<file path="src/rtl/ffg_pkg.sv">
package ffg_pkg;

  typedef enum logic [1:0] {
    ST_IDLE  = 2'd0,
    ST_ISSUE = 2'd1,
    ST_WAIT  = 2'd2
  } ffg_state_e;

  function automatic int lane_bits(input int lanes);
    return (lanes > 1) ? $clog2(lanes) : 1;
  endfunction

  function automatic int idx_bits(input int lanes);
    return $clog2(lanes + 1);
  endfunction

endpackage

</file>
<file path="src/rtl/ffg_lane_pick.sv">
module ffg_lane_pick #(
  parameter int LANES = 4,
  parameter int LW    = 2,
  parameter int IW    = 3
) (
  input  logic [LANES-1:0] pred_i,
  input  logic [IW-1:0]    from_i,
  output logic             found_o,
  output logic [LW-1:0]    lane_o
);

  logic [LANES-1:0] cand;

  // A lane is a candidate when it is active and not yet behind the scan point
  for (genvar g = 0; g < LANES; g++) begin : g_cand
    assign cand[g] = pred_i[g] && (IW'(g) >= from_i);
  end

  // Scan from the top down so the lowest candidate wins
  always_comb begin
    found_o = 1'b0;
    lane_o  = '0;
    for (int i = LANES - 1; i >= 0; i--) begin
      if (cand[i]) begin
        found_o = 1'b1;
        lane_o  = LW'(i);
      end
    end
  end

endmodule

</file>
<file path="src/rtl/ffg_status.sv">
module ffg_status #(
  parameter int LANES = 4,
  parameter int LW    = 2
) (
  input  logic             clk,
  input  logic             rst_n,
  input  logic             init_en_i,
  input  logic             trunc_en_i,
  input  logic [LW-1:0]    trunc_lane_i,
  output logic [LANES-1:0] mask_o
);

  for (genvar g = 0; g < LANES; g++) begin : g_bit
    always_ff @(posedge clk or negedge rst_n) begin
      if (!rst_n) begin
        mask_o[g] <= 1'b1;
      end else if (trunc_en_i && (LW'(g) >= trunc_lane_i)) begin
        mask_o[g] <= 1'b0;
      end else if (init_en_i) begin
        mask_o[g] <= 1'b1;
      end
    end
  end

endmodule

</file>
<file path="src/rtl/ffg_result.sv">
module ffg_result #(
  parameter int LANES = 4,
  parameter int DW    = 8,
  parameter int LW    = 2
) (
  input  logic                clk,
  input  logic                rst_n,
  input  logic                clear_i,
  input  logic                wr_en_i,
  input  logic [LW-1:0]       wr_lane_i,
  input  logic [DW-1:0]       wr_data_i,
  output logic [LANES*DW-1:0] vec_o
);

  for (genvar g = 0; g < LANES; g++) begin : g_lane
    always_ff @(posedge clk or negedge rst_n) begin
      if (!rst_n) begin
        vec_o[g*DW +: DW] <= '0;
      end else if (clear_i) begin
        vec_o[g*DW +: DW] <= '0;
      end else if (wr_en_i && (wr_lane_i == LW'(g))) begin
        vec_o[g*DW +: DW] <= wr_data_i;
      end
    end
  end

endmodule

</file>
<file path="src/rtl/ffgather_top.sv">
module ffgather_top
  import ffg_pkg::*;
#(
  parameter int LANES = 4,
  parameter int AW    = 8,
  parameter int DW    = 8
) (
  input  logic                clk,
  input  logic                rst_n,
  input  logic                init_i,
  input  logic                cmd_valid_i,
  output logic                cmd_ready_o,
  input  logic [LANES-1:0]    cmd_pred_i,
  input  logic [LANES*AW-1:0] cmd_addr_i,
  output logic                mem_req_valid_o,
  input  logic                mem_req_ready_i,
  output logic [AW-1:0]       mem_req_addr_o,
  input  logic                mem_rsp_valid_i,
  output logic                mem_rsp_ready_o,
  input  logic [DW-1:0]       mem_rsp_data_i,
  input  logic                mem_rsp_fault_i,
  output logic                done_o,
  output logic [LANES*DW-1:0] result_o,
  output logic [LANES-1:0]    status_mask_o,
  output logic                status_first_o
);

  localparam int LW = lane_bits(LANES);
  localparam int IW = idx_bits(LANES);

  ffg_state_e          st_q;
  logic [LANES-1:0]    pred_q;
  logic [LANES*AW-1:0] addr_q;
  logic [IW-1:0]       idx_q;
  logic [LW-1:0]       cur_q;
  logic                done_q;

  logic                pick_found;
  logic [LW-1:0]       pick_lane;

  logic cmd_fire, req_fire, rsp_fire;
  logic finish, trunc_en, wr_en;

  ffg_lane_pick #(.LANES(LANES), .LW(LW), .IW(IW)) u_pick (
    .pred_i  (pred_q),
    .from_i  (idx_q),
    .found_o (pick_found),
    .lane_o  (pick_lane)
  );

  assign cmd_ready_o     = (st_q == ST_IDLE);
  assign mem_req_valid_o = (st_q == ST_ISSUE) && pick_found;
  assign mem_req_addr_o  = addr_q[pick_lane*AW +: AW];
  assign mem_rsp_ready_o = (st_q == ST_WAIT);

  assign cmd_fire = cmd_valid_i && cmd_ready_o;
  assign req_fire = mem_req_valid_o && mem_req_ready_i;
  assign rsp_fire = mem_rsp_valid_i && mem_rsp_ready_o;

  assign trunc_en = rsp_fire && mem_rsp_fault_i;
  assign wr_en    = rsp_fire && !mem_rsp_fault_i;
  assign finish   = trunc_en || ((st_q == ST_ISSUE) && !pick_found);

  always_ff @(posedge clk or negedge rst_n) begin
    if (!rst_n) begin
      st_q   <= ST_IDLE;
      pred_q <= '0;
      addr_q <= '0;
      idx_q  <= '0;
      cur_q  <= '0;
      done_q <= 1'b0;
    end else begin
      done_q <= finish;
      unique case (st_q)
        ST_IDLE: begin
          if (cmd_fire) begin
            pred_q <= cmd_pred_i;
            addr_q <= cmd_addr_i;
            idx_q  <= '0;
            st_q   <= ST_ISSUE;
          end
        end
        ST_ISSUE: begin
          if (!pick_found) begin
            st_q <= ST_IDLE;
          end else if (req_fire) begin
            cur_q <= pick_lane;
            st_q  <= ST_WAIT;
          end
        end
        ST_WAIT: begin
          if (rsp_fire) begin
            if (mem_rsp_fault_i) begin
              st_q <= ST_IDLE;
            end else begin
              idx_q <= IW'(cur_q) + IW'(1);
              st_q  <= ST_ISSUE;
            end
          end
        end
        default: st_q <= ST_IDLE;
      endcase
    end
  end

  ffg_status #(.LANES(LANES), .LW(LW)) u_status (
    .clk          (clk),
    .rst_n        (rst_n),
    .init_en_i    (init_i && cmd_ready_o),
    .trunc_en_i   (trunc_en),
    .trunc_lane_i (cur_q),
    .mask_o       (status_mask_o)
  );

  ffg_result #(.LANES(LANES), .DW(DW), .LW(LW)) u_result (
    .clk       (clk),
    .rst_n     (rst_n),
    .clear_i   (cmd_fire),
    .wr_en_i   (wr_en),
    .wr_lane_i (cur_q),
    .wr_data_i (mem_rsp_data_i),
    .vec_o     (result_o)
  );

  assign done_o         = done_q;
  assign status_first_o = status_mask_o[0];

endmodule

</file>
<file path="config.mk">
export PLATFORM = sky130hd
export DESIGN_NAME = ffgather_top
export DESIGN_NICKNAME = d
export VERILOG_FILES = /design/src/rtl/ffg_pkg.sv /design/src/rtl/ffg_lane_pick.sv /design/src/rtl/ffg_status.sv /design/src/rtl/ffg_result.sv /design/src/rtl/ffgather_top.sv
export SDC_FILE = /design/constraint.sdc
export NUM_CORES = 1
export LEC_CHECK = 0
export ABC_AREA = 0
export CAP_MARGIN = 30
export CORE_UTILIZATION = 48
export CTS_CLUSTER_DIAMETER = 200
export DETAILED_ROUTE_END_ITERATION = 10
export PLACE_DENSITY_LB_ADDON = 0.1
export SLEW_MARGIN = 20
export SYNTH_ARGS = -nofsm -noshare
export SYNTH_HDL_FRONTEND = slang
export SYNTH_SLANG_ARGS = --single-unit
</file>
<file path="constraint.sdc">
create_clock -name clk -period 2.1 [get_ports clk]
set_clock_uncertainty 0.1 [all_clocks]
set_input_delay 0.525 -clock clk [delete_from_list [all_inputs] [get_ports clk]]
set_output_delay 0.525 -clock clk [all_outputs]
set_load 0.005 [all_outputs]
</file>
## Yosys cells after proc, flatten, opt, wreduce, memory -nomap -nowiden

Cells that the tools add are included.

- Add/subtract/negate cells: 1
- Magnitude comparators: 8
- Equal/unequal tests: 9
- Shift-type cells: 1
- Muxes and demuxes: 31
- Reduce and logical (&&, ||, !) cells: 38

Operator list:

| cell | number |
|---|---|
| $mux W8 | 8 |
| $shiftx A32 B6 Y8 | 1 |
| $logic_and A1 B1 Y1 | 20 |
| $reduce_bool A2 Y1 | 9 |
| $mux W2 | 8 |
| $mux W1 | 10 |
| $mux W3 | 3 |
| $eq A2 B2 Y1 const B | 3 |
| $ge A1 B3 Y1 const A | 2 |
| $ge A2 B3 Y1 const A | 2 |
| $pmux W2 S3 | 1 |
| $pmux W3 S2 | 1 |
| $reduce_and A3 Y1 | 2 |
| $eq A2 B1 Y1 const B | 2 |
| $ge A1 B2 Y1 const A | 2 |
| $ge A2 B2 Y1 const A | 2 |
| $logic_not A2 Y1 | 2 |
| $ne A2 B1 Y1 const B | 2 |
| $reduce_and A4 Y1 | 1 |
| $add A2 B1 Y3 const B | 1 |
| $ne A3 B3 Y1 const B | 1 |
| $logic_not A1 Y1 | 2 |
| $ne A2 B2 Y1 const B | 1 |
| $reduce_and A2 Y1 | 1 |
| $logic_or A1 B1 Y1 | 1 |

- Flip-flop bits (word level): 80
- Bits of input ports: 51
- Output and inout port bits: 49
- Word-level logic and storage cells: 102

## Logic depth before layout (Yosys ltp)

Gate-level depths: netlist of run 1.

- Word-level depth: 11
- Gate-level depth with buffers: 6
- Depth with buffers taken out: 5

## Modules after synthesis

From an unflattened synthesis of run 1, not the netlist that was laid out.

- Cells, all modules: 256
- Area, all modules: 3,568.4 µm²

Modules (own cells, without submodules):

| module | times used | cells an instance | area each (µm²) | sequential area each (µm²) |
|---|---|---|---|---|
| ffgather_top | 1 | 117 | 1,906.8 | 1,101.1 |
| ffg_result | 1 | 116 | 1,445.1 | 800.8 |
| ffg_status | 1 | 12 | 148.9 | 105.1 |
| ffg_lane_pick | 1 | 11 | 67.6 | 0.0 |

## Worst setup path after synthesis of run 1

OpenSTA, ideal clock, no wires.

- Kind: reg2out
- Start point: register idx_q[1]
- End point: output port mem_req_addr_o[6]
- Arrival time: 1.365 ns
- Required time: 1.475 ns
- Setup slack: 0.110 ns
- Cell stages (with the launch flop): 7
- Buffers on the path: 2
- Cell sequence: dfrtp_1 nand2b_4 a311oi_2 buf_6 buf_12 mux2i_1 mux2i_1

- Word-level cells in the longest chain between the ends: 7
- Elaborated cells between the ends (all ways): 13
- Those cells by class: 4 x order compare; 1 x shift; 4 x mux; 4 x reduce/logical

RTL lines:

| element | line | RTL |
|---|---|---|
| start, declared | ffgather_top.sv:34 | `logic [IW-1:0] idx_q;` |
| start signal, assigned | ffgather_top.sv:96 | `idx_q <= IW'(cur_q) + IW'(1);` |
| $ge A2 B3 Y1 | ffg_lane_pick.sv:16 | `assign cand[g] = pred_i[g] && (IW'(g) >= from_i);` |
| $logic_and A1 B1 Y1 | ffg_lane_pick.sv:16 |  |
| $mux W2 (3 in a row) | ffg_lane_pick.sv:24 | `if (cand[i]) begin` |
| $mux W2 * | ffg_lane_pick.sv:24 |  |
| $shiftx A32 B6 Y8 * | ffgather_top.sv:53 | `assign mem_req_addr_o = addr_q[pick_lane*AW +: AW];` |
| end, declared | ffgather_top.sv:17 | `output logic [AW-1:0] mem_req_addr_o,` |

Every way passes the cells marked *; elsewhere a longest branch is shown, timed or not.

## Worst setup path after layout of run 1

- Start point: register pred_q[3]
- End point: output port mem_req_addr_o[0]

- Word-level cells in the longest chain between the ends: 6

RTL lines:

| element | line | RTL |
|---|---|---|
| start, declared | ffgather_top.sv:32 | `logic [LANES-1:0] pred_q;` |
| start signal, assigned | ffgather_top.sv:77 | `pred_q <= cmd_pred_i;` |
| $logic_and A1 B1 Y1 | ffg_lane_pick.sv:16 |  |
| $mux W2 (4 in a row) | ffg_lane_pick.sv:24 |  |
| $shiftx A32 B6 Y8 | ffgather_top.sv:53 |  |

Every way passes these cells.

==> results.txt, run 1 <==
The run finished, with violations left. The final reports fail on setup timing. The mean post-synth cell area works out to 11.6 um2.

The remaining design rule violation count came out at 0. TritonCTS built the clock tree. The clock root buffer was sky130_fd_sc_hd__clkbuf_8. The run gives 5730 um as the HPWL reported at the end of detailed placement.

After floorplanning, the core was sized to cover 7250 um2. The aggregate global routing overflow was 0; the die height was 88.6 um. The H-tree depth was 3. The post-synthesis instance area was 3600 um2; the combinational share of power was 0.458. The gate count of the mapped netlist came out at 311.

The largest total area in the synthesized netlist belongs to sky130_fd_sc_hd__dfrtp_1. Summing over every cut layer, the via total after detailed routing is 2751. During I/O placement, the number of pins put on the boundary was 100. The number of global-route vias before repair was 2720. The fraction of the cycle the final worst path needs is 1.21, and the design internal power is 0.00451 W. Across the VDD grid, the largest voltage drop is 627 uV. The fraction of registers with async set or reset after synthesis was 1.00. The leading cell type in the layout, fill and taps excluded was sky130_fd_sc_hd__clkdlybuf4s50_1. The run gives 8370 um as the total routed wirelength.

Setup repair after global routing could not meet its margin everywhere. The top cell type's share of synthesized area is 0.529, and the number of inserted diodes is 0. CTS saw 80 sinks.

From left edge to right edge, the die measures 88.6 um. The final hold violation count was 0. At the worst endpoint, the required time is 1.47 ns. The logs give 0.760 for the remaining max-slew budget at the tightest pin and 9 for the number of clock buffers inserted by TritonCTS. Leaving out fill and tap cells, the most frequent cells in the layout are sky130_fd_sc_hd__clkdlybuf4s50_1 (87), sky130_fd_sc_hd__dfrtp_1 (73), sky130_fd_sc_hd__nand2_1 (42). Register-to-register path setup slack: 0.16 ns. The initial antenna violation count came out at 0. The area added between synthesis and finish was 42.7%.

The tools report the starting density of the core as 0.496. The final layout contains 487 nets. The signal on the critical path passes through nand3_1, a311oi_4, buf_6, mux2i_1, mux2i_1, buf_2.

For the fill cell instance count of the final layout, the log shows 576. The logs give 0 for the max-slew violation total from the final report and 0 for the total of max-cap violations. The startpoint identified for the worst register-to-register timing path is idx_q[1]. The type of element launching the critical path is a register. The first detailed-routing pass took 4 iterations. The worst register-to-register path ends at cur_q[1].

Yosys mapped the design onto 35 distinct sky130hd cell types. The tools report the utilization after layout as 0.707. Summed over all nets, the switching power comes to 0.00218 W.

In this run the static leakage power is 2.20 nW. Based on the critical path, the design can be clocked at up to 394 MHz. For this design, the slowest cell found on the critical path is sky130_fd_sc_hd__dfrtp_1. The logic depth of the worst register-to-register path came out at 7. The congestion estimate from routability-driven global placement came to 0.773. After routing, the total negative slack on setup checks comes to -3.38 ns. The clock insertion delay at the later pin of the skew report was 0.32 ns; the routed length per placed instance was 15.7 um.

The total of flip-flops plus latches after synthesis was 80. The least setup slack across all paths after layout is -0.440 ns, and the time the final worst path needs with I/O delays and setup is 2.54 ns. The buffer and inverter count on the worst path works out to 2. The tools report the arrival time at the worst endpoint as 1.91 ns. The initialized floorplan defines 31 standard-cell rows. The most frequently used flop master after synthesis is sky130_fd_sc_hd__dfrtp_1.

Counting flops with a built-in enable in the synthesized netlist gives 0. No sink is reached through more buffers than the 2 on the longest clock path. Broken down by cell family, the worst path's largest delay share belongs to flip-flops.

The most critical setup path has its endpoint at mem_req_addr_o[0]. The combined area of the multi-input logic cells was 1520 um2. The share of cells above drive strength 1 was 0.175. The transition time of the tightest slew-check pin is 0.361 ns, and the power consumption is 0.00669 W.

The logs give 0.558 for the share of synthesized area occupied by flip-flops and latches and 0 for the count of yosys warnings during synthesis. The count of buffers from port buffering came out at 99. The run gives 8 as the final-report setup violation count. The maximum fanout encountered on the critical timing path was 6; the stage delay of the slowest cell on the critical path was 0.45 ns.

The part of the total power dissipated in sequential elements was 0.357; the residual antenna-violating net count after detailed routing was 0. The first global-routing pass estimated 13400 um of wire. After clock tree synthesis, the clock-pin slew on the worst setup and hold paths is 0.07 ns. Yosys attributes the largest share of cell area to sky130_fd_sc_hd__dfrtp_1 (53%), sky130_fd_sc_hd__mux2_1 (11%), sky130_fd_sc_hd__mux2i_1 (6.7%).

The tools report the clock network fraction of total power as 0.185. Using the TritonRoute via totals, the vias-per-cell ratio works out to 5.15. The total global routing track utilization was 0.228.

The die covers 7840 um2. The tools report the initial DRC count as 139. Dividing total power by cell area gives a power density of 1300 nW/um2. The critical setup path kind was reg2out.

The critical path crosses 6 cells after its start point. The number of nets in the synthesized netlist is 367. The type of destination of the critical path was an output pin. The storage element area came out at 2010 um2.

Tracing the worst setup path back leads to its startpoint at pred_q[3]. The most numerous cell type found on the critical path is sky130_fd_sc_hd__mux2i_1. The pin count of the biggest net entering global routing is 61. The worst hold path belongs to the class reg2reg.

The switching part of the total works out to 0.326.
==> how the worst min path moves through the flow <==
stage                     from  cells after the start    endpoint
global placement         rst_n                      1  addr_q[16]
floorplan                rst_n                      0   addr_q[0]
global route        addr_q[10]                      1  addr_q[10]
detailed placement       rst_n                      1  addr_q[16]
CTS                 addr_q[22]                      1  addr_q[22]
finish              addr_q[31]                      1  addr_q[31]
==> flip-flops by register name, summed over array words and instances, names as in the netlist <==
signal and cells:
pred_q 4, done_o 1, u_result.vec_o 32, st_q 2, u_status.mask_o 4, idx_q 3
cur_q 2, addr_q 32
==> cell families (layout without fill, tap and decap cells) <==
group,after synthesis,in the layout,share of synthesized area
flip-flops,80,80,0.558
AO/OA/AOI/OAI,48,48,0.0814
buffers and inverters,25,149,0.0383
multiplexers,62,62,0.186
AND/OR/NAND/NOR,91,91,0.119
adder cells (fa/ha/maj),5,5,0.0174
==> worst register-to-register path: stages (launching register included) <==
cell and delay (ns):
sky130_fd_sc_hd__dfrtp_2 0.44, sky130_fd_sc_hd__buf_4 0.15, sky130_fd_sc_hd__nor2_2 0.06, sky130_fd_sc_hd__o21ai_1 0.07, sky130_fd_sc_hd__buf_4 0.15, sky130_fd_sc_hd__buf_4 0.13
sky130_fd_sc_hd__a211oi_2 0.35, sky130_fd_sc_hd__mux2_2 0.38
==> per-layer routing <==
| metal | up-vias | share of wire | wire length, um | global-route usage |
|---|---|---|---|---|
| met3 | 10 | 0.052 | 438 | 0.0345 |
| met2 | 80 | 0.49 | 4080 | 0.363 |
| li1 | 1323 | - | - | - |
| met5 | - | 0 | 0 | 0 |
| met1 | 1338 | 0.45 | 3730 | 0.315 |
| met4 | 0 | 0.015 | 124 | 0.0894 |
==> stage by stage <==
| step | hold WS [ns] | std cells | setup slack (ns) | instance area [um2] |
|---|---|---|---|---|
| 4_1_cts | 0.391 | 536 | -0.523 | 5150 |
| 3_3_place_gp | 0.334 | 511 | -0.400 | 4840 |
| 5_1_grt | 0.405 | 534 | -0.552 | 5130 |
| 2_1_floorplan | 0.129 | 311 | 0.110 | 3600 |
| 3_5_place_dp | 0.335 | 511 | -0.466 | 4840 |
| 6_report | 0.385 | 534 | -0.440 | 5130 |
==> final cells by class <==
cell class / count / area share
Inverter: 5 / 0.00366
Clock buffer: 12 / 0.0302
Tap cell: 99 / 0.0241
Timing Repair Buffer: 129 / 0.240
Sequential cell: 80 / 0.392
Clock inverter: 3 / 0.0127
Multi-Input combinational cell: 206 / 0.297
==> power by group through the flow <==
stage | clock (W) | sequential (W) | combinational, W
floorplan | 0 | 0.00232 | 0.00174
global placement | 0 | 0.00238 | 0.00304
detailed placement | 0 | 0.00240 | 0.00309
CTS | 0.00128 | 0.00238 | 0.00322
global route | 0.00134 | 0.00246 | 0.00333
finish | 0.00124 | 0.00239 | 0.00307
==> synthesized netlist by cell type (2+ instances only) <==
| master | number |
|---|---|
| sky130_fd_sc_hd__nor2b_1 | 2 |
| sky130_fd_sc_hd__mux2_2 | 2 |
| sky130_fd_sc_hd__inv_1 | 4 |
| sky130_fd_sc_hd__clkbuf_1 | 4 |
| sky130_fd_sc_hd__mux2i_1 | 24 |
| sky130_fd_sc_hd__dfstp_2 | 4 |
| sky130_fd_sc_hd__buf_2 | 13 |
| sky130_fd_sc_hd__nand2b_1 | 4 |
| sky130_fd_sc_hd__o21ai_1 | 3 |
| sky130_fd_sc_hd__dfrtp_1 | 76 |
| sky130_fd_sc_hd__a21oi_1 | 33 |
| sky130_fd_sc_hd__nand2_1 | 42 |
| sky130_fd_sc_hd__o22a_1 | 3 |
| sky130_fd_sc_hd__mux2_1 | 36 |
| sky130_fd_sc_hd__nand3_1 | 34 |
| sky130_fd_sc_hd__and2_1 | 2 |
| sky130_fd_sc_hd__ha_1 | 5 |
| sky130_fd_sc_hd__nor2_1 | 3 |
==> repair_timing <==
action | CTS | global route
resized for setup | 48 | 8
pin swaps | 2 | 2
gates cloned | 1 | 0
buffers inserted | 8 | 1
endpoints found under the hold margin | 16 | 0
setup endpoints to repair | 11 | 9
hold buffers | 1 | 0
Power figures use the tool's default switching activity.
==> inputs of run 2 (changes only) <==
CELL_PAD_IN_SITES_DETAIL_PLACEMENT = 1   (was unset)
CELL_PAD_IN_SITES_GLOBAL_PLACEMENT = 1   (was unset)
CORE_UTILIZATION = 37   (was 48)
==> run 2 against run 1 <==
  * The run still ends with setup timing left
  * Routed wire length increased by 20%
  * Clock-buffer cell count down 2
  * Sequential cell count stayed put
  * Setup slack lost 0.11 ns
  * Cell area up 1.6%
  * Register-to-register slack gained 0.02 ns
  * Maximum frequency decreased by 4.3%
  * Sequential share of layout area down 0.59 points
  * Critical path depth is 1 higher
  * Utilization decreased by 15 points
  * Critical path type unchanged
  * Critical endpoint is now mem_req_addr_o[1]
  * Largest cell class unchanged
  * Highest routed layer unchanged
==> results.txt, run 2 (synthesis results as in run 1) <==
For the routed via count, the log shows 2797. During I/O placement, the number of pins put on the boundary was 100. The design internal power was 0.00461 W. The residual antenna-violating net count after detailed routing is 0. The number of cells on the worst hold path is 1.

The library cells used most frequently in the layout, excluding fill and tap cells, are sky130_fd_sc_hd__clkdlybuf4s50_1 (87), sky130_fd_sc_hd__dfrtp_1 (72), sky130_fd_sc_hd__nand2_1 (42). TritonCTS built the clock tree. The starting density of the core was 0.386. The remaining max-slew budget at the tightest pin was 0.721. In this run, the number of DRC markers left after iteration 0 of detailed routing was 77.

The leading cell type in the layout, fill and taps excluded was sky130_fd_sc_hd__clkdlybuf4s50_1. In this run the number of H-tree levels came out at 3. The floorplan die width is 101 um, and the core footprint is 9330 um2.

After detailed routing, the number of vias per cell comes to 4.93. The tools report the number of global-route vias before repair as 2985. The slowest stage of the critical path belongs to the cell sky130_fd_sc_hd__dfrtp_2.

Power spread over the standard cell area amounts to 1350 nW/um2. Among cell families on the critical path, the largest total delay comes from buffers and inverters. The clock insertion delay at the later pin of the skew report came out at 0.36 ns. Detailed placement ended at an HPWL of 6770 um. Combined area of the multi-input logic cells: 1540 um2. The run finished, with violations left. The switching part of the total works out to 0.345. The routed length per placed instance is 17.7 um. Remaining design rule violation count: 0. The instance count after placement with tap cells included was 543; the worst slack after detailed placement was -0.488 ns. Setup violations remaining at the end of the flow were counted as 9.

Entering global routing, the biggest net connects 53 pins. The total routed wirelength is 10000 um, and the combinational share of power is 0.471. Counting along the longest clock path gives a buffer depth of 2. The critical path is of the reg2out type. The total die area was 10100 um2; the buffer and inverter count on the worst path was 3. Registers take 2010 um2. The number of inserted diodes was 0.

The clock network fraction of total power was 0.184. The checks that failed: setup timing. The tools report the number of sinks driven by the clock tree as 80. The count of buffers from port buffering came out at 99. The type of element launching the critical path was a register.

The finished layout holds 567 standard cells, fillers aside. The layout has 973 filler cells. The final hold violation count was 0. In the final layout, the registers with the most flip-flops are addr_q (32), u_result.vec_o (32). The run gives 4 as the iteration count of the initial detailed-routing pass. The power spent charging and discharging nets is 0.00242 W. The aggregate global routing overflow came out at 0. For this run, the top clock speed supported by timing is 377 MHz. Total of max-cap violations: 0.

Initial antenna violation count: 0. Walking the worst path, the cells encountered are nand2b_4, a311oi_4, buf_4, buf_12, mux2i_1, mux2i_1, buf_2. The global-route wire length before repair came out at 15800 um. Counting buffers and inverters, the worst setup path is 7 cells deep. Data arrives at the worst endpoint at 2.03 ns. From synthesis to final layout, the design area changed by 45.0%. The run gives -0.553 ns as the least setup slack across all paths after layout. The worst path in the final design needs a cycle of 2.65 ns, including I/O delays and setup. The final weighted congestion in routability-driven placement was 0.739; the leakage power was 2.21 nW. The logic depth of the worst register-to-register path is 6, and the share of cells above drive strength 1 is 0.194. Data required time at the worst endpoint: 1.47 ns. At the pin with the least slew margin, the transition time is 0.418 ns.

The worst setup path is captured at an output pin. The tools report the total global routing track utilization as 0.212. The fraction of the cycle the final worst path needs was 1.26; the number of clock buffers inserted by TritonCTS was 9. The path category of the worst min-delay check is reg2reg.

In this run the vertical extent of the chip is 101 um. The worst-case IR drop observed on VDD is 617 uV. For the net total in the final layout, the log shows 489. Setup repair after global routing could not meet its margin everywhere. The clock root buffer is sky130_fd_sc_hd__clkbuf_8.

On the worst path, the slowest cell contributes a delay of 0.45 ns. The clock-pin slew on the worst setup and hold paths was 0.09 ns. Counting stages on the worst path, the most repeated cell is sky130_fd_sc_hd__mux2i_1.

For the max-slew violation total from the final report, the log shows 0. The maximum fanout encountered on the critical timing path was 8. The initialized floorplan defines 35 standard-cell rows.

Part of the total power dissipated in sequential elements: 0.344.
## run 2: final timing paths
path	slack (ns)	startpoint	to
setup / recovery	-0.55	idx_q[1]	mem_req_addr_o[1]
hold / removal	0.40	addr_q[1]	addr_q[1]
setup reg to reg	0.18	idx_q[1]	cur_q[0]
hold reg to reg	0.40	addr_q[1]	addr_q[1]
max in group asynchronous	0.74	rst_n	idx_q[1]
min in group asynchronous	0.53	rst_n	addr_q[8]
## run 2: layout make-up
cell class / count / share of cell area
repair buffers: 131 / 0.241
clock buffers: 10 / 0.0264
multi-input cells: 206 / 0.295
flip-flops and latches: 80 / 0.386
well taps: 129 / 0.0310
inverters: 5 / 0.00360
clock inverters: 6 / 0.0178
## run 2: metal layers
layer  up-vias  share of wire  GRT usage
met1      1402           0.44      0.270
met4         0          0.012     0.0635
li1       1326              -          -
met5         -              0          0
met2        56           0.52      0.363
met3        13          0.033     0.0458
## run 2: timing repair
action,4_1_cts,5_1_grt
endpoints found under the setup margin,11,9
hold endpoints to repair,7,0
hold buffers,1,0
cloned,2,0
pin swaps,1,1
resized for setup,49,13
setup buffers,7,2
## run 2: power groups by stage
stage / clock (W) / combinational (W) / sequential [W]
2_1_floorplan: 0 / 0.00174 / 0.00232
3_3_place_gp: 0 / 0.00303 / 0.00240
3_5_place_dp: 0 / 0.00312 / 0.00242
4_1_cts: 0.00134 / 0.00345 / 0.00240
5_1_grt: 0.00139 / 0.00359 / 0.00249
6_report: 0.00130 / 0.00332 / 0.00242
## run 2: worst reg2reg max path: stages (launching register included)
cell	delay, ns
sky130_fd_sc_hd__dfrtp_2	0.45
sky130_fd_sc_hd__buf_4	0.15
sky130_fd_sc_hd__a21boi_2	0.15
sky130_fd_sc_hd__o21bai_2	0.10
sky130_fd_sc_hd__buf_6	0.14
sky130_fd_sc_hd__a211oi_2	0.34
sky130_fd_sc_hd__mux2_2	0.39
## run 2: per-stage QoR
stage	total power (W)	hold WS, ns	setup TNS, ns	util	instance area, um2
finish	0.00704	0.396	-4.41	0.559	5210
global route	0.00746	0.414	-4.98	0.559	5210
CTS	0.00719	0.396	-4.30	0.559	5220
detailed placement	0.00553	0.376	-6.10	0.522	4870
global placement	0.00543	0.370	-5.36	0.522	4870
floorplan	0.00406	0.129	0	-	3600
==> inputs of run 3 (changes only) <==
ABC_AREA = 1   (was 0)
CORE_UTILIZATION = 35   (was 37)
==> run 3 against run 2 <==
  * The run still ends with setup timing left
  * Global-route usage increased by 0.91 points
  * Combinational power rose by 59%
  * Sequential cell count stayed put
  * Non-clock buffer count increased by 2
  * Synthesized area grew 4.1%
  * Critical path depth is 3 higher
  * Worst hold slack got worse by 0.33 ns
  * Utilization decreased by 1.8 points
  * Cell area up 7.1%
  * Largest cell class unchanged
==> results.txt, run 3 <==
The transition time of the tightest slew-check pin was 0.452 ns. IR analysis of the VDD net gives a maximum drop of 732 uV. Leaving out fill and tap cells, the most frequent cells in the layout are sky130_fd_sc_hd__nand2_1 (143), sky130_fd_sc_hd__clkdlybuf4s50_1 (87), sky130_fd_sc_hd__dfrtp_1 (75). The count of yosys warnings during synthesis was 0; the utilization after layout was 0.541. The starting density of the core is 0.363. After synthesis, the most frequently instantiated cells are sky130_fd_sc_hd__nand2_1 (148), sky130_fd_sc_hd__dfrtp_1 (76), sky130_fd_sc_hd__nand3_1 (70). For the iteration count of the initial detailed-routing pass, the log shows 4. The run gives 0 as the initial antenna violation count. The analysis attributes to cell leakage a power of 2.80 nW.

The first global-routing pass estimated 19100 um of wire. The repair_antennas step left the layout with diodes totalling 0. Most frequently used flop master after synthesis: sky130_fd_sc_hd__dfrtp_1. The clock-pin slew on the worst setup and hold paths is 0.09 ns, and the logic depth of the worst register-to-register path is 12. The synthesized design contains 0 enable-type register cells. The setup check on the worst reg-to-reg path leaves a slack of 0.28 ns.

Setup violations remaining at the end of the flow were counted as 9. For the data required time at the worst endpoint, the log shows 1.47 ns. Capturing point of the worst reg2reg path: cur_q[0]. In this run the tool buffered the top-level ports with 99 buffer cells.

The fraction of the cycle the final worst path needs is 1.15. After detailed routing, the total wire length is 11500 um. Based on the critical path, the design can be clocked at up to 414 MHz. Across all hold checks on the routed design, the worst slack comes to 0.0692 ns.

From bottom edge to top edge, the die measures 105 um. The run gives -0.315 ns as the least setup slack across all paths after layout. Fraction of registers with async set or reset after synthesis: 1.00.

Time the final worst path needs with I/O delays and setup: 2.41 ns. The net count of the finished layout is 637. Hold repair after CTS inserted 0 buffers. The die covers 11100 um2. Setup repair after global routing could not meet its margin everywhere. The floorplan has 37 rows. The final weighted congestion in routability-driven placement was 0.815.

The arrival time at the worst endpoint was 1.79 ns; the via density per instance was 4.79. The run gives 0.536 as the share of synthesized area occupied by flip-flops and latches. The type of element launching the critical path was a register. The checks that failed: setup timing. The mean post-synth cell area came out at 8.28 um2.

The tools report the final hold violation count as 0. The share of cells above drive strength 1 works out to 0.198. The logs give 3740 um2 for the post-synthesis instance area and 5580 um2 for the area of all placed cells without fillers. The number of ports placed on the die boundary is 100. Maximum fanout encountered on the critical timing path: 3.

Sorting the synthesized cells by area gives the leading types as sky130_fd_sc_hd__dfrtp_1 (51%), sky130_fd_sc_hd__nand2_1 (15%), sky130_fd_sc_hd__nand3_1 (9.4%). For the combined area of the multi-input logic cells, the log shows 1660 um2. STA classifies the critical path endpoint as an output pin. The power density relative to cell area is 1640 nW/um2.

The library cell used most frequently in the layout, excluding fill and tap cells, is sky130_fd_sc_hd__nand2_1. The clock insertion delay at the later pin of the skew report came out at 0.35 ns. The largest registers in the layout are addr_q (32), u_result.vec_o (32). TritonCTS built the clock tree.

In this run the cell area measured after placement is 4980 um2. Synthesis produced a netlist whose cell count is 452. The top cell type's share of synthesized area was 0.508; the remaining design rule violation count was 0. The number of different library cells used by synthesis comes to 24. For this design, the sink count on the clock tree is 80. The die is 105 um wide. The tools report the final-layout setup total negative slack as -2.25 ns.

The total global routing track utilization came out at 0.221. Counting every net in the synthesized netlist gives 508. TritonCTS created 9 clock buffers.

The critical setup path kind is reg2out. The worst setup path endpoint is mem_req_addr_o[7]. The worst register-to-register path begins at idx_q[1]. The run gives 2010 um2 as the storage element area. Leading cell type by number of instances after synthesis: sky130_fd_sc_hd__nand2_1. Counting flops and latches in the post-synthesis netlist gives 80. The detail route stage leaves a number of antenna-violating nets equal to 0. The flow ran to the end, but the final reports show violations.

Fill cells in the final layout number 1235. The routed length per placed instance was 15.9 um. Area added between synthesis and finish: 49.1%.

The total overflow left after global routing is 0. For this block, the via count after detailed routing is 3459. No sink is reached through more buffers than the 2 on the longest clock path. The cell sitting at the root of the clock tree is a sky130_fd_sc_hd__clkbuf_8. Of all cell types, the one taking the most synthesized area is sky130_fd_sc_hd__dfrtp_1. The H-tree depth is 3. The number of global-route vias before repair is 3764. The critical path starts at idx_q[2]. The HPWL reported at the end of detailed placement was 7700 um; the max-slew violation total from the final report was 0. The logs give 0.699 for the remaining max-slew budget at the tightest pin and 0 for the total of max-cap violations. After floorplanning, the core was sized to cover 10300 um2. The tightest min-delay check is of the in2async type.

The run gives 81 as the pin count of the biggest net entering global routing. The first routing iteration left 82 violations.
==> run 3: changes by cell type after synthesis, sizes merged, moves of 2 or more <==
cell,before,now
nor2,3,21
nand3,34,70
buf,16,12
mux2,38,0
o21ai,3,38
o21bai,2,0
nor2b,2,0
and2,2,0
nand2b,5,0
nand2,42,160
inv,5,56
a21oi,33,0
mux2i,24,0
==> run 3: how the worst min path moves through the flow <==
stage / to / start / cells after the start
2_1_floorplan: addr_q[0] / rst_n / 0
6_report: u_result.vec_o[31] / rst_n / 2
5_1_grt: u_result.vec_o[31] / rst_n / 2
3_5_place_dp: pred_q[2] / pred_q[2] / 2
3_3_place_gp: pred_q[2] / pred_q[2] / 2
4_1_cts: u_result.vec_o[31] / rst_n / 2
==> run 3: timing repair <==
action	in CTS	in global routing
setup buffers	17	0
pin swaps	29	7
gates resized for setup	91	8
cloned	2	0
setup endpoints to repair	11	9
==> run 3: report_power, final <==
part | switching, W | internal, W
clock network | 0.000588 | 0.000701
registers | 0.000349 | 0.00226
logic | 0.00278 | 0.00249
total | 0.00372 | 0.00545
==> run 3: per-layer routing <==
metal,GRT usage,share of wire,vias to the layer above
li1,-,-,1677
met1,0.270,0.44,1684
met2,0.396,0.51,82
met3,0.0284,0.028,16
met4,0.0855,0.020,0
met5,0,0,-
==> run 3: metrics by stage <==
stage / power [W] / worst slack, ns / cells
2_1_floorplan: 0.00473 / 0.247 / 452
3_3_place_gp: 0.00678 / -0.259 / 688
3_5_place_dp: 0.00693 / -0.387 / 688
4_1_cts: 0.00911 / -0.316 / 722
5_1_grt: 0.00984 / -0.388 / 722
6_report: 0.00917 / -0.315 / 722
==> run 3: logic make-up after synthesis <==
group | synth area share
simple gates | 0.308
flops | 0.536
buf+inv | 0.0792
compound gates | 0.0599
fa+ha+maj | 0.0167
==> run 3: area by class of cell <==
cell class | count | share of cell area
Inverter | 56 | 0.0390
Clock buffer | 11 | 0.0253
Tap cell | 136 | 0.0305
Timing Repair Buffer | 133 | 0.234
Clock inverter | 5 | 0.0143
Multi-Input combinational cell | 301 | 0.297
Sequential cell | 80 | 0.360
==> run 3: critical path, cell delays in order, from the launching register on <==
cell and delay, ns:
sky130_fd_sc_hd__dfrtp_2 0.46, sky130_fd_sc_hd__nor2_4 0.16, sky130_fd_sc_hd__nand2_4 0.11, sky130_fd_sc_hd__nand2_4 0.10, sky130_fd_sc_hd__nor2_4 0.05, sky130_fd_sc_hd__buf_12 0.12, sky130_fd_sc_hd__buf_6 0.11, sky130_fd_sc_hd__buf_6 0.10
sky130_fd_sc_hd__nand3_2 0.04, sky130_fd_sc_hd__nand2_1 0.05, sky130_fd_sc_hd__buf_2 0.12
